--- config.mk ---
export PLATFORM = sky130hd
export DESIGN_NAME = cmsg_top
export DESIGN_NICKNAME = d
export VERILOG_FILES = /design/src/rtl/cmsg_pkg.sv /design/src/rtl/cmsg_regs.sv /design/src/rtl/cmsg_bus_fsm.sv /design/src/rtl/cmsg_combine.sv /design/src/rtl/cmsg_top.sv
export SDC_FILE = /design/constraint.sdc
export NUM_CORES = 1
export LEC_CHECK = 0
export ABC_AREA = 1
export BUFFER_PORTS_ARGS = -buffer_cell sky130_fd_sc_hd__clkbuf_2
export CORE_UTILIZATION = 33
export CTS_BUF_LIST = sky130_fd_sc_hd__clkbuf_4 sky130_fd_sc_hd__clkbuf_8 sky130_fd_sc_hd__clkbuf_16
export DETAILED_ROUTE_END_ITERATION = 6
export GPL_TIMING_DRIVEN = 0
export PLACE_DENSITY = 0.84
export SLEW_MARGIN = 20
export SYNTH_ARGS = -nofsm -noshare
export SYNTH_HDL_FRONTEND = slang
export SYNTH_SLANG_ARGS = --single-unit
--- constraint.sdc ---
create_clock -name clk -period 1.31 [get_ports clk]
set_input_delay 0.262 -clock clk [delete_from_list [all_inputs] [get_ports clk]]
set_output_delay 0.262 -clock clk [all_outputs]
set_load 0.01 [all_outputs]
--- src/rtl/cmsg_pkg.sv ---
package cmsg_pkg;

    localparam int NUM_SPACES = 4;

    // Index of each space in the select and mask vectors.
    typedef enum logic [1:0] {
        SP_PROG = 2'd0,
        SP_DATA = 2'd1,
        SP_BYTE = 2'd2,
        SP_IO   = 2'd3
    } space_e;

    typedef enum logic {
        BUS_LOCAL    = 1'b0,
        BUS_RELEASED = 1'b1
    } bus_state_e;

    // Every space is enabled at reset except byte.
    localparam logic [NUM_SPACES-1:0] MASK_RESET = 4'b1011;

endpackage

--- src/rtl/cmsg_regs.sv ---
module cmsg_regs #(
    parameter int ADDR_W    = 14,
    parameter int DATA_W    = 16,
    parameter logic [ADDR_W-1:0] CTRL_ADDR = 14'h3FE6,
    parameter logic [ADDR_W-1:0] SYS_ADDR  = 14'h3FFF,
    parameter int MASK_LSB  = 8,
    parameter int BDIS_BIT  = 3
) (
    input  logic                            clk,
    input  logic                            rst_n,
    input  logic [ADDR_W-1:0]               addr,
    input  logic                            wr_en,
    input  logic [DATA_W-1:0]               wdata,
    output logic [DATA_W-1:0]               rdata,
    output logic [cmsg_pkg::NUM_SPACES-1:0] mask,
    output logic                            byte_dis
);
    localparam int NS = cmsg_pkg::NUM_SPACES;

    logic [NS-1:0] mask_q;
    logic          bdis_q;
    logic          hit_ctrl;
    logic          hit_sys;

    assign hit_ctrl = (addr == CTRL_ADDR);
    assign hit_sys  = (addr == SYS_ADDR);

    always_ff @(posedge clk or negedge rst_n) begin
        if (!rst_n) begin
            mask_q <= cmsg_pkg::MASK_RESET;
            bdis_q <= 1'b0;
        end else if (wr_en) begin
            if (hit_ctrl) mask_q <= wdata[MASK_LSB +: NS];
            if (hit_sys)  bdis_q <= wdata[BDIS_BIT];
        end
    end

    always_comb begin
        rdata = '0;
        if (hit_ctrl) begin
            rdata[MASK_LSB +: NS] = mask_q;
        end else if (hit_sys) begin
            rdata[BDIS_BIT] = bdis_q;
        end
    end

    assign mask     = mask_q;
    assign byte_dis = bdis_q;

    // a write elsewhere leaves both registers unchanged
    p_write_isolation_r10: assert property (@(posedge clk) disable iff (!rst_n)
        (wr_en && !hit_ctrl && !hit_sys) |=> ($stable(mask_q) && $stable(bdis_q)));

    // a write to the control address lands in the mask
    p_mask_load_r3: assert property (@(posedge clk) disable iff (!rst_n)
        (wr_en && hit_ctrl) |=> (mask_q == $past(wdata[MASK_LSB +: NS])));

endmodule

--- src/rtl/cmsg_bus_fsm.sv ---
module cmsg_bus_fsm (
    input  logic clk,
    input  logic rst_n,
    input  logic bus_req,
    input  logic sel_idle,
    output logic granted
);
    import cmsg_pkg::*;

    bus_state_e state_q;
    bus_state_e state_d;

    always_ff @(posedge clk or negedge rst_n) begin
        if (!rst_n) state_q <= BUS_LOCAL;
        else        state_q <= state_d;
    end

    always_comb begin
        state_d = state_q;
        unique case (state_q)
            BUS_LOCAL:    if (bus_req && sel_idle) state_d = BUS_RELEASED;
            BUS_RELEASED: if (!bus_req)            state_d = BUS_LOCAL;
            default:                               state_d = BUS_LOCAL;
        endcase
    end

    always_comb begin
        granted = 1'b0;
        unique case (state_q)
            BUS_LOCAL:    granted = 1'b0;
            BUS_RELEASED: granted = 1'b1;
            default:      granted = 1'b0;
        endcase
    end

    // the grant rises only after an edge with a request and idle selects
    p_grant_idle_r7: assert property (@(posedge clk) disable iff (!rst_n)
        $rose(granted) |-> $past(bus_req && sel_idle));

    // the grant falls the edge after the request drops
    p_release_r9: assert property (@(posedge clk) disable iff (!rst_n)
        (granted && !bus_req) |=> !granted);

endmodule

--- src/rtl/cmsg_combine.sv ---
module cmsg_combine (
    input  logic [cmsg_pkg::NUM_SPACES-1:0] sel_n,
    input  logic [cmsg_pkg::NUM_SPACES-1:0] mask,
    input  logic                            byte_dis,
    input  logic                            granted,
    output logic [cmsg_pkg::NUM_SPACES-1:0] sel_out_n,
    output logic                            cms_n
);
    import cmsg_pkg::*;

    localparam int NS = NUM_SPACES;

    logic [NS-1:0] hit;

    for (genvar g = 0; g < NS; g++) begin : g_space
        if (g == int'(SP_BYTE)) begin : g_byte
            assign sel_out_n[g] = sel_n[g] | granted | byte_dis;
        end else begin : g_plain
            assign sel_out_n[g] = sel_n[g] | granted;
        end
        assign hit[g] = mask[g] & ~sel_n[g];
    end

    assign cms_n = granted | ~(|hit);

endmodule

--- src/rtl/cmsg_top.sv ---
module cmsg_top #(
    parameter int ADDR_W   = 14,
    parameter int DATA_W   = 16,
    parameter logic [ADDR_W-1:0] CTRL_ADDR = 14'h3FE6,
    parameter logic [ADDR_W-1:0] SYS_ADDR  = 14'h3FFF,
    parameter int MASK_LSB = 8,
    parameter int BDIS_BIT = 3
) (
    input  logic              clk,
    input  logic              rst_n,
    input  logic [ADDR_W-1:0] cfg_addr,
    input  logic              cfg_wr_en,
    input  logic [DATA_W-1:0] cfg_wdata,
    output logic [DATA_W-1:0] cfg_rdata,
    input  logic              pm_sel_n,
    input  logic              dm_sel_n,
    input  logic              bm_sel_n,
    input  logic              io_sel_n,
    input  logic              bus_req,
    output logic              bus_grant,
    output logic              pm_out_n,
    output logic              dm_out_n,
    output logic              bm_out_n,
    output logic              io_out_n,
    output logic              cms_out_n
);
    import cmsg_pkg::*;

    localparam int NS = NUM_SPACES;

    logic [NS-1:0] sel_in_n;
    logic [NS-1:0] sel_out_n;
    logic [NS-1:0] mask;
    logic          byte_dis;
    logic          granted;

    assign sel_in_n[SP_PROG] = pm_sel_n;
    assign sel_in_n[SP_DATA] = dm_sel_n;
    assign sel_in_n[SP_BYTE] = bm_sel_n;
    assign sel_in_n[SP_IO]   = io_sel_n;

    cmsg_regs #(
        .ADDR_W(ADDR_W), .DATA_W(DATA_W), .CTRL_ADDR(CTRL_ADDR),
        .SYS_ADDR(SYS_ADDR), .MASK_LSB(MASK_LSB), .BDIS_BIT(BDIS_BIT)
    ) regs_i (
        .clk(clk), .rst_n(rst_n), .addr(cfg_addr), .wr_en(cfg_wr_en),
        .wdata(cfg_wdata), .rdata(cfg_rdata), .mask(mask), .byte_dis(byte_dis)
    );

    cmsg_bus_fsm fsm_i (
        .clk(clk), .rst_n(rst_n), .bus_req(bus_req),
        .sel_idle(&sel_in_n), .granted(granted)
    );

    cmsg_combine comb_i (
        .sel_n(sel_in_n), .mask(mask), .byte_dis(byte_dis),
        .granted(granted), .sel_out_n(sel_out_n), .cms_n(cms_out_n)
    );

    assign pm_out_n  = sel_out_n[SP_PROG];
    assign dm_out_n  = sel_out_n[SP_DATA];
    assign bm_out_n  = sel_out_n[SP_BYTE];
    assign io_out_n  = sel_out_n[SP_IO];
    assign bus_grant = granted;

    // nothing is selected while the bus is released
    p_granted_quiet_r8: assert property (@(posedge clk) disable iff (!rst_n)
        bus_grant |-> (cms_out_n && pm_out_n && dm_out_n && bm_out_n && io_out_n));

    // a disabled byte output never goes low
    p_byte_disabled_r5: assert property (@(posedge clk) disable iff (!rst_n)
        byte_dis |-> bm_out_n);

    // the composite goes low only while some enabled space is selected
    p_cms_source_r2: assert property (@(posedge clk) disable iff (!rst_n)
        !cms_out_n |-> ((mask & ~sel_in_n) != '0));

endmodule

==> metrics.md, run 1 <==
| Metric | Value |
|---|---|
| Startpoint types | `flip-flop` |
| Nature of the critical path endpoint | `output pin` |
| CTS Sinks | `6` |
| Final std cells w/o fill | `160` |
| Grt ovf | `0` |
| Synth area leader | `nand2_1` |
| Diodes inserted | `0` |
| H-tree levels | `1` |
| Fmax | `706 MHz` |
| Clock root buffer | `clkbuf_4` |
| CP Launch Point | `regs_i.mask[3]` |
| LEAKAGE | `0.594 nW` |
| Antenna viol nets, final | `0` |
| Wire length per cell | `9.53 um` |
| GR peak layer | `met2` |
| Share of cells above drive strength 1 | `59.0%` |
| Final Util | `between 60 and 70%` |
| Clock power share | `36.2%` |
| Ys Warns | `0` |
| Post-synth top flop | `dfstp_2` |
| M2 GR Usage | `27.8%` |
| Sequential area share after synthesis | `27.6%` |
| Max-cap violation count | `0` |
| Worst Slack Setup Final | `-0.107 ns` |
| FF-to-FF Start | `fsm_i.state_q` |
| Syn-to-layout area delta | `82.1%` |
| Number of fill cells | `139` |
| Syn avg cell area | `6.49 um^2` |
| Placed Cells | `149` |
| EDFF count, synth | `0` |
| Clk slew on worst S/H paths | `0.04 ns` |
| Commonest cells post-synth | `25 x nand2_1, 15 x inv_1, 11 x buf_4` |
| Pin count of the biggest net entering global routing | `8` |
| Arrival time worst endpoint | `between 1 and 1.5 ns` |
| Switching Share | `26.0%` |
| Peak VDD IR | `0.396 mV` |
| Final estimated routing congestion in global placement | `0.735` |
| P_int | `0.000413 W` |
| Vias per cell | `4.39` |
| Initial core utilization | `36.2%` |
| Clock tree buffer depth | `2` |
| GR Util All Layers | `between 10% and 20%` |
| Final setup vio count | `3` |
| Setup TNS | `-0.155 ns` |
| Fin crit period | `1.42 ns` |
| FF+latch count, synth | `6` |
| Reg power frac | `33.6%` |
| Std-Cell Rows | `14` |
| CP Class | `reg -> out` |
| Final #Nets | `183` |
| Status | `complete, but fails checks` |
| Crit-path max FO | `2` |
| Die Footprint | `1860 um^2` |
| Overall die width | `43.1 um` |
| Vias | `703` |
| Initial antenna violation count | `0` |
| Initial drt markers | `13` |
| Psw | `0.000145 W` |
| HPWL Detailed | `1110 um` |
| Final hold vios | `0` |
| Vias in the first global route | `slightly above 600` |
| Pwr/cell area | `550 nW/um^2` |
| Fin crit share | `108%` |
| Max-slew violation count | `0` |
| Post-Route WL | `1520 um` |
| RSZ-0062 raised after global routing | `yes` |
| CTS tree | `built` |
| Clk_lat worst skew | `0.25 ns` |
| Yosys cell types | `17` |
| Core footprint | `1540 um^2` |
| Mapped Cells | `86` |
| Routing usage on met1 | `approximately 16%` |
| Hold Crit Start | `cfg_wdata[11]` |
| CP required | `1.05 ns` |
| Port-buffer cells | `37` |
| Syn Std Cell Area | `between 500 and 600 um^2` |
| Hold Path Class | `in -> reg` |
| DIE HEIGHT | `43.1 um` |
| CTS buffer count | `3` |
| TritonRoute pass-1 iters | `4` |
| Met3 Track Usage GR | `2.55%` |
| Count leader, synth | `nand2_1` |
| Failing checks | `setup timing` |
| Area contributors post-synth | `nand2_1 17%, buf_4 15%, dfstp_2 14%, dfrtp_1 13%, inv_1 10%` |
| Final Skew | `0 ns` |
| Boundary pin count | `60` |
| Reg2Reg Setup Slack | `approximately 0.37 ns` |
| Gate power share | `a little under a third` |
| Global-route wire length before repair | `between 2000 and 2500 um` |
| Yosys top cell area share | `16.8%` |
| Asr flop ratio synth | `100%` |
| Residual DRC | `0` |
==> per-stage QoR <==
step	area [um^2]	total power (W)	hold slack, ns	setup WS, ns
floorplan	596	0.000260	-0.0336	0.146
global placement	801	0.000315	0.0869	-0.00381
detailed placement	801	0.000318	0.0910	-0.0398
CTS	871	0.000524	0.236	-0.104
global route	1020	0.000591	0.234	-0.167
finish	1020	0.000559	0.234	-0.107
==> power by group through the flow <==
stage / sequential (W) / combinational (W) / clock, W
after global routing: 0.000188 / 0.000183 / 0.000220
after CTS: 0.000188 / 0.000131 / 0.000205
after floorplan: 0.000191 / 0.0000693 / 0
final: 0.000188 / 0.000169 / 0.000202
after global placement: 0.000190 / 0.000124 / 0
after detailed placement: 0.000190 / 0.000128 / 0
==> layout make-up <==
class / count / area (um^2) / share of cell area, %
inverters: 15 / 56.3 / 5.54
repair buffers: 44 / 300 / 29.6
flip-flops and latches: 6 / 154 / 15.1
plain buffers: 11 / 82.6 / 8.13
well taps: 16 / 20.0 / 1.97
multi-input cells: 64 / 373 / 36.7
clock buffers: 4 / 30.0 / 2.96
==> logic make-up (layout without fill, tap and decap cells) <==
logic type             count (synthesis)  after routing  synth area share (%)
and+or+nand+nor                       50             50                  43.7
buffers and inverters                 26             74                  24.9
DFF                                    6              6                  27.6
AOI/OAI and AO/OA                      3              3                  3.14
other                                  1             11                 0.672
==> state kept, by name, summed over array words and instances, names as in the netlist <==
name	cells
regs_i.byte_dis	1
regs_i.mask	4
fsm_i.state_q	1
==> worst max-delay path, cell delays in order (launching register included) <==
cell and delay [ns]:
dfstp_2 0.53, inv_2 0.05, o22ai_2 0.13, o21ai_1 0.08
clkbuf_2 0.12
==> cell usage in the layout, fill, tap and decap left out, types with 3 or more instances in the layout <==
| cell | instances |
|---|---|
| buf_6 | 8 |
| nand2_1 | 19 |
| clkbuf_2 | 24 |
| nor2_4 | 5 |
| conb_1 | 11 |
| clkbuf_4 | 4 |
| dfstp_2 | 3 |
| nand4_1 | 4 |
| inv_1 | 12 |
| nand2_4 | 4 |
| buf_2 | 4 |
| nor2_2 | 3 |
| nand2_2 | 4 |
| nor2_1 | 5 |
| buf_4 | 17 |
| dfrtp_1 | 3 |
| inv_2 | 3 |
==> what timing repair did <==
item                                    in CTS  in global routing
hold endpoints to repair                     3                  0
pin swaps                                    5                 16
setup buffers                                4                  2
resized for setup                            2                 36
endpoints found under the setup margin       7                  8
hold buffers                                 1                  0
==> routing by layer <==
metal,up-vias,share of wire (%)
met5,-,0
met4,0,1.6
met2,32,56
met3,4,6.4
met1,310,36
li1,357,-
==> path summary, 6_finish.rpt <==
check,cells after the start,endpoint
hold reg to reg,2,regs_i.mask[1]
min in group asynchronous,2,fsm_i.state_q
hold / removal,3,regs_i.mask[3]
setup / recovery,4,cms_out_n
setup reg to reg,3,fsm_i.state_q
max in group asynchronous,2,regs_i.mask[3]
No activity file was read; power rests on OpenSTA's default activity.
==> run 2: changes to the inputs <==
Clock period 1.31 ns to 1.5 ns, I/O delays scaled along.
==> run 2 against run 1 <==
The flow now finishes without violations; total power is 18% lower; count of clock-buffer cells in the layout unchanged; sequential cell count did not move; global-route usage fell by 0.35 points; wire length fell by 13%; combinational power fell by 30%; critical path type unchanged; critical endpoint unchanged; highest routed layer unchanged.
==> metrics.md, run 2 (same netlist as run 1, synthesis figures left out) <==
| Metric | Value |
|---|---|
| Initial core utilization | `36.2%` |
| Worst path slowest cell | `dfstp_2` |
| Initial antenna violation count | `0` |
| Max reg flops | `4` |
| Initial drt markers | `8` |
| Crit-path max FO | `2` |
| Clock tree buffer depth | `2` |
| Max-cap violation count | `0` |
| Top layer in use | `met4` |
| DIE HEIGHT | `43.1 um` |
| FF-to-FF Start | `fsm_i.state_q` |
| Clk slew on worst S/H paths | `around 0.04 ns` |
| H-tree levels | `1` |
| Arrival time worst endpoint | `1.16 ns` |
| Vias | `680` |
| Pin count of the biggest net entering global routing | `8` |
| CTS Sinks | `6` |
| Metal3 WL | `95 um` |
| Wire length per cell | `8.42 um` |
| Routed met1 length | `529 um` |
| LEAKAGE | `0.546 nW` |
| Clk_lat worst skew | `0.24 ns` |
| CTS buffer count | `3` |
| Share of cells above drive strength 1 | `51.4%` |
| Max-slew violation count | `0` |
| Diodes inserted | `0` |
| Total power | `0.000457 W` |
| Overall die width | `43.1 um` |
| Syn-to-layout area delta | `60.1%` |
| GR Util All Layers | `14.8%` |
| Nature of the critical path endpoint | `output pin` |
| Slowest stage delay, CP | `0.53 ns` |
| Antenna viol nets, final | `0` |
| CP Class | `reg -> out` |
| Commonest non-fill, non-tap cell in the layout | `clkbuf_2` |
| Core footprint | `1540 um^2` |
| Grt ovf | `0` |
| Final #Nets | `181` |
| CP Cell Sequence | `inv_1 -> o22ai_2 -> o21ai_1 -> clkbuf_2` |
| Hold Crit Start | `cfg_wdata[11]` |
| HPWL Detailed | `1110 um` |
| Pwr/cell area | `511 nW/um^2` |
| DP Worst Slack | `0.0742 ns` |
| Vias in the first global route | `584` |
| Status | `finished clean` |
| Final estimated routing congestion in global placement | `0.735` |
| Boundary pin count | `60` |
| RSZ-0062 raised after global routing | `yes` |
| R2r endpoint | `fsm_i.state_q` |
| Vias per cell | `between 4 and 5` |
| Clock root buffer | `clkbuf_4` |
| CP required | `1.20 ns` |
| Worst r2r path cells | `3` |
| CTS tree | `built` |
| Post-Route WL | `1330 um` |
| Fin crit period | `around 1.5 ns` |
| WL met2 | `649 um` |
| Fin crit share | `97.4%` |
| Final hold vios | `0` |
| TritonRoute pass-1 iters | `4` |
| Worst Slack Setup Final | `0.0394 ns` |
| Reg2Reg Setup Slack | `0.56 ns` |
| FF+latch area | `154 um^2` |
| Number of fill cells | `146` |
| Port-buffer cells | `37` |
| Peak VDD IR | `around 0.31 mV` |
| Final setup vio count | `0` |
| Global-route wire length before repair | `2100 um` |
| Multi-input gate area | `roughly 330 um^2` |
| Hold path endpoint | `regs_i.mask[3]` |
| Final Skew | `0 ns` |
| Startpoint types | `flip-flop` |
| Std-Cell Rows | `14` |
| Most frequent cells in the layout | `35 x clkbuf_2, 24 x nand2_1, 15 x inv_1, 15 x buf_4, 11 x conb_1` |
| Residual DRC | `0` |
| Die Footprint | `1860 um^2` |
| Hold Path Depth | `3` |
| Fmax | `685 MHz` |
| Hold Path Class | `in -> reg` |
-- run 2: cell count changes in the layout (fill, tap and decap cells not counted), moves of 2 or more --
cell | before | now
buf_6 | 8 | 0
nand2_2 | 4 | 2
clkbuf_2 | 24 | 35
buf_4 | 17 | 15
nor2_1 | 5 | 7
nand2_4 | 4 | 1
nand2_1 | 19 | 24
buf_2 | 4 | 2
inv_1 | 12 | 15
inv_2 | 3 | 0
nor2_4 | 5 | 2
-- run 2: how the worst max path moves through the flow --
stage / from / cells after the start / end
final: regs_i.mask[3] / 4 / cms_out_n
after global routing: regs_i.mask[0] / 4 / cms_out_n
after CTS: regs_i.mask[0] / 4 / cms_out_n
after detailed placement: cfg_addr[2] / 8 / cfg_rdata[11]
after global placement: cfg_addr[8] / 8 / cfg_rdata[3]
after floorplan: cfg_addr[8] / 6 / cfg_rdata[3]
-- run 2: critical path, delay by kind of cell, from the launching register on --
family | cells | cell delay (ns)
DFF | 1 | 0.53
AOI/OAI and AO/OA | 2 | 0.21
buffers and inverters | 2 | 0.18
-- run 2: power by group --
group | internal, W | total [W] | switching, W
clock network | 0.000119 | 0.000175 | 0.0000560
registers | 0.000164 | 0.000164 | 0.000000564
logic | 0.0000593 | 0.000118 | 0.0000584
-- run 2: area by class of cell --
class                      instances  share of cell area (%)
inverter                          15                    6.30
sequential                         6                    17.2
clock buffer                       4                    3.36
tap                               16                    2.24
timing repair buffer              42                    25.2
buffer                            11                    9.24
multi-input combinational         64                    36.4
-- run 2: repair_timing --
item                                    CTS  global route
resized for setup                         0             8
endpoints found under the hold margin     3             0
hold buffers                              1             0
setup buffers                             0             4
endpoints found under the setup margin    0             3
-- run 2: metal layers --
metal / GRT usage [%] / vias up
li1: - / 352
met1: 15.7 / 286
met2: 26.6 / 35
met3: 2.55 / 7
met4: 9.09 / 0
met5: 0 / -
-- run 2: metrics by stage --
stage | cells | cell area [um^2] | util [%] | hold WS (ns) | TNS, ns
floorplan | 96 | 596 | - | 0.00441 | 0
global placement | 149 | 801 | 51.9 | 0.125 | 0
detailed placement | 149 | 801 | 51.9 | 0.129 | 0
CTS | 154 | 841 | 54.5 | 0.274 | 0
global route | 158 | 893 | 58.0 | 0.279 | -0.0381
finish | 158 | 893 | 58.0 | 0.275 | 0
==> run 3: changes to the inputs <==
Settings changed: RECOVER_POWER set to 100.
==> run 3 against run 2 <==
Sequential share of layout area increased by 0.42 points; worst hold slack about the same; via count decreased by 0.29%; first-iteration DRC count decreased by 13%; clock skew unchanged; core utilization decreased by 1.4 points; global-route usage unchanged; sequential power about the same; cell count unchanged; setup slack about the same; critical path type unchanged; critical endpoint unchanged.
==> metrics.md, run 3 (same netlist as run 1, synthesis figures left out) <==
| Metric | Value |
|---|---|
| Nature of the critical path endpoint | `output pin` |
| Initial drt markers | `7` |
| Clock tree buffer depth | `2` |
| Port-buffer cells | `37` |
| Final std cells w/o fill | `~160` |
| Initial antenna violation count | `0` |
| Final #Nets | `181` |
| H-tree levels | `1` |
| TritonRoute pass-1 iters | `4` |
| Commonest non-fill, non-tap cell in the layout | `clkbuf_2` |
| LEAKAGE | `0.507 nW` |
| Pin count of the biggest net entering global routing | `8` |
| CTS Sinks | `6` |
| Max reg flops | `4` |
| Startpoint types | `flip-flop` |
| Hold Path Class | `in -> reg` |
| Max-cap violation count | `0` |
| Most frequent cells in the layout | `28 x clkbuf_2, 25 x nand2_1, 15 x inv_1` |
| RSZ-0062 raised after global routing | `yes` |
| Clk_lat worst skew | `0.24 ns` |
| Clk slew on worst S/H paths | `about 0.040 ns` |
| Vias in the first global route | `584` |
| Fin crit share | `97.4%` |
| Arrival time worst endpoint | `1.16 ns` |
| Peak VDD IR | `0.311 mV` |
| Boundary pin count | `60` |
| Status | `finished clean` |
| HPWL Detailed | `~1100 um` |
| Fin crit period | `1.46 ns` |
| Residual DRC | `0` |
| CTS buffer count | `3` |
| Overall die width | `43.1 um` |
| Routing usage on met1 | `15.7%` |
| Max-slew violation count | `0` |
| M2 GR Usage | `between 20% and 30%` |
| Diodes inserted | `0` |
| Antenna viol nets, final | `0` |
| CP Class | `reg -> out` |
| Final estimated routing congestion in global placement | `between 0.7 and 0.8` |
| DIE HEIGHT | `around 43 um` |
| Reg2Reg Setup Slack | `0.56 ns` |
| Global-route wire length before repair | `about 2100 um` |
| Final Skew | `0 ns` |
| Vias per cell | `4.29` |
| Vias | `between 600 and 700` |
| Crit-path max FO | `2` |
| Share of cells above drive strength 1 | `45.1%` |
| Wire length per cell | `8.51 um` |
| Final setup vio count | `0` |
| Met3 Track Usage GR | `2.55%` |
| GR peak layer | `met2` |
| Grt ovf | `0` |
| Number of fill cells | `153` |
| GR Util All Layers | `between 10% and 20%` |
| Syn-to-layout area delta | `56.3%` |
| Std-Cell Rows | `14` |
| Placed Cells | `149` |
| Die Footprint | `1860 um^2` |
| CTS tree | `built` |
| Post-Route WL | `roughly 1300 um` |
| Clock root buffer | `clkbuf_4` |
| Final hold vios | `0` |
| Fmax | `685 MHz` |
| Core footprint | `1540 um^2` |
| CP required | `1.20 ns` |
| Initial core utilization | `between 30% and 40%` |
| Pwr/cell area | `520 nW/um^2` |
| Setup TNS | `0 ns` |
[run 3: path summary, 6_finish.rpt]
path / startpoint / end / cells past startpoint
min in group asynchronous: rst_n / fsm_i.state_q / 2
max in group asynchronous: rst_n / regs_i.mask[0] / 2
max reg2reg: fsm_i.state_q / fsm_i.state_q / 3
max: regs_i.mask[3] / cms_out_n / 4
min reg2reg: regs_i.mask[1] / regs_i.mask[1] / 2
min: cfg_wdata[11] / regs_i.mask[3] / 3
[run 3: power by group]
part | switching (W) | internal [W] | total [W]
logic | 0.0000576 | 0.0000571 | 0.000115
clock network | 0.0000558 | 0.000119 | 0.000174
registers | 0.000000563 | 0.000164 | 0.000164
[run 3: timing repair]
action | in CTS | in global routing
hold buffers | 1 | 0
gates resized for setup | 0 | 8
endpoints found under the hold margin | 3 | 0
setup endpoints to repair | 0 | 3
setup buffers | 0 | 4
[run 3: layout make-up]
| cell class | count | area [um^2] | share of cell area (%) |
|---|---|---|---|
| Clock buffer | 4 | 30.0 | 3.44 |
| Sequential cell | 6 | 154 | 17.6 |
| Tap cell | 16 | 20.0 | 2.30 |
| Inverter | 15 | 56.3 | 6.46 |
| Multi-Input combinational cell | 64 | 313 | 35.9 |
| Buffer | 11 | 82.6 | 9.47 |
| Timing Repair Buffer | 42 | 216 | 24.8 |
[run 3: worst max-delay path, cell delays in order (launching register included)]
cell and delay, ns:
dfstp_2 0.53, inv_1 0.06, o22ai_2 0.14, o21ai_1 0.07
clkbuf_2 0.12
[run 3: per-stage QoR]
stage	utilization [%]	worst slack [ns]	power (W)	hold slack (ns)	cell area, um^2
after global routing	56.6	-0.0381	0.000484	0.279	872
final	56.6	0.0395	0.000453	0.275	872
after global placement	51.9	0.110	0.000275	0.125	801
after floorplan	-	0.260	0.000227	0.00441	596
after CTS	54.5	0.0244	0.000457	0.274	841
after detailed placement	51.9	0.0742	0.000278	0.129	801
[run 3: metal layers]
| metal | vias up | wire length [um] |
|---|---|---|
| li1 | 351 | - |
| met5 | - | 0 |
| met2 | 35 | 649 |
| met3 | 7 | 102 |
| met4 | 0 | 55 |
| met1 | 285 | 537 |
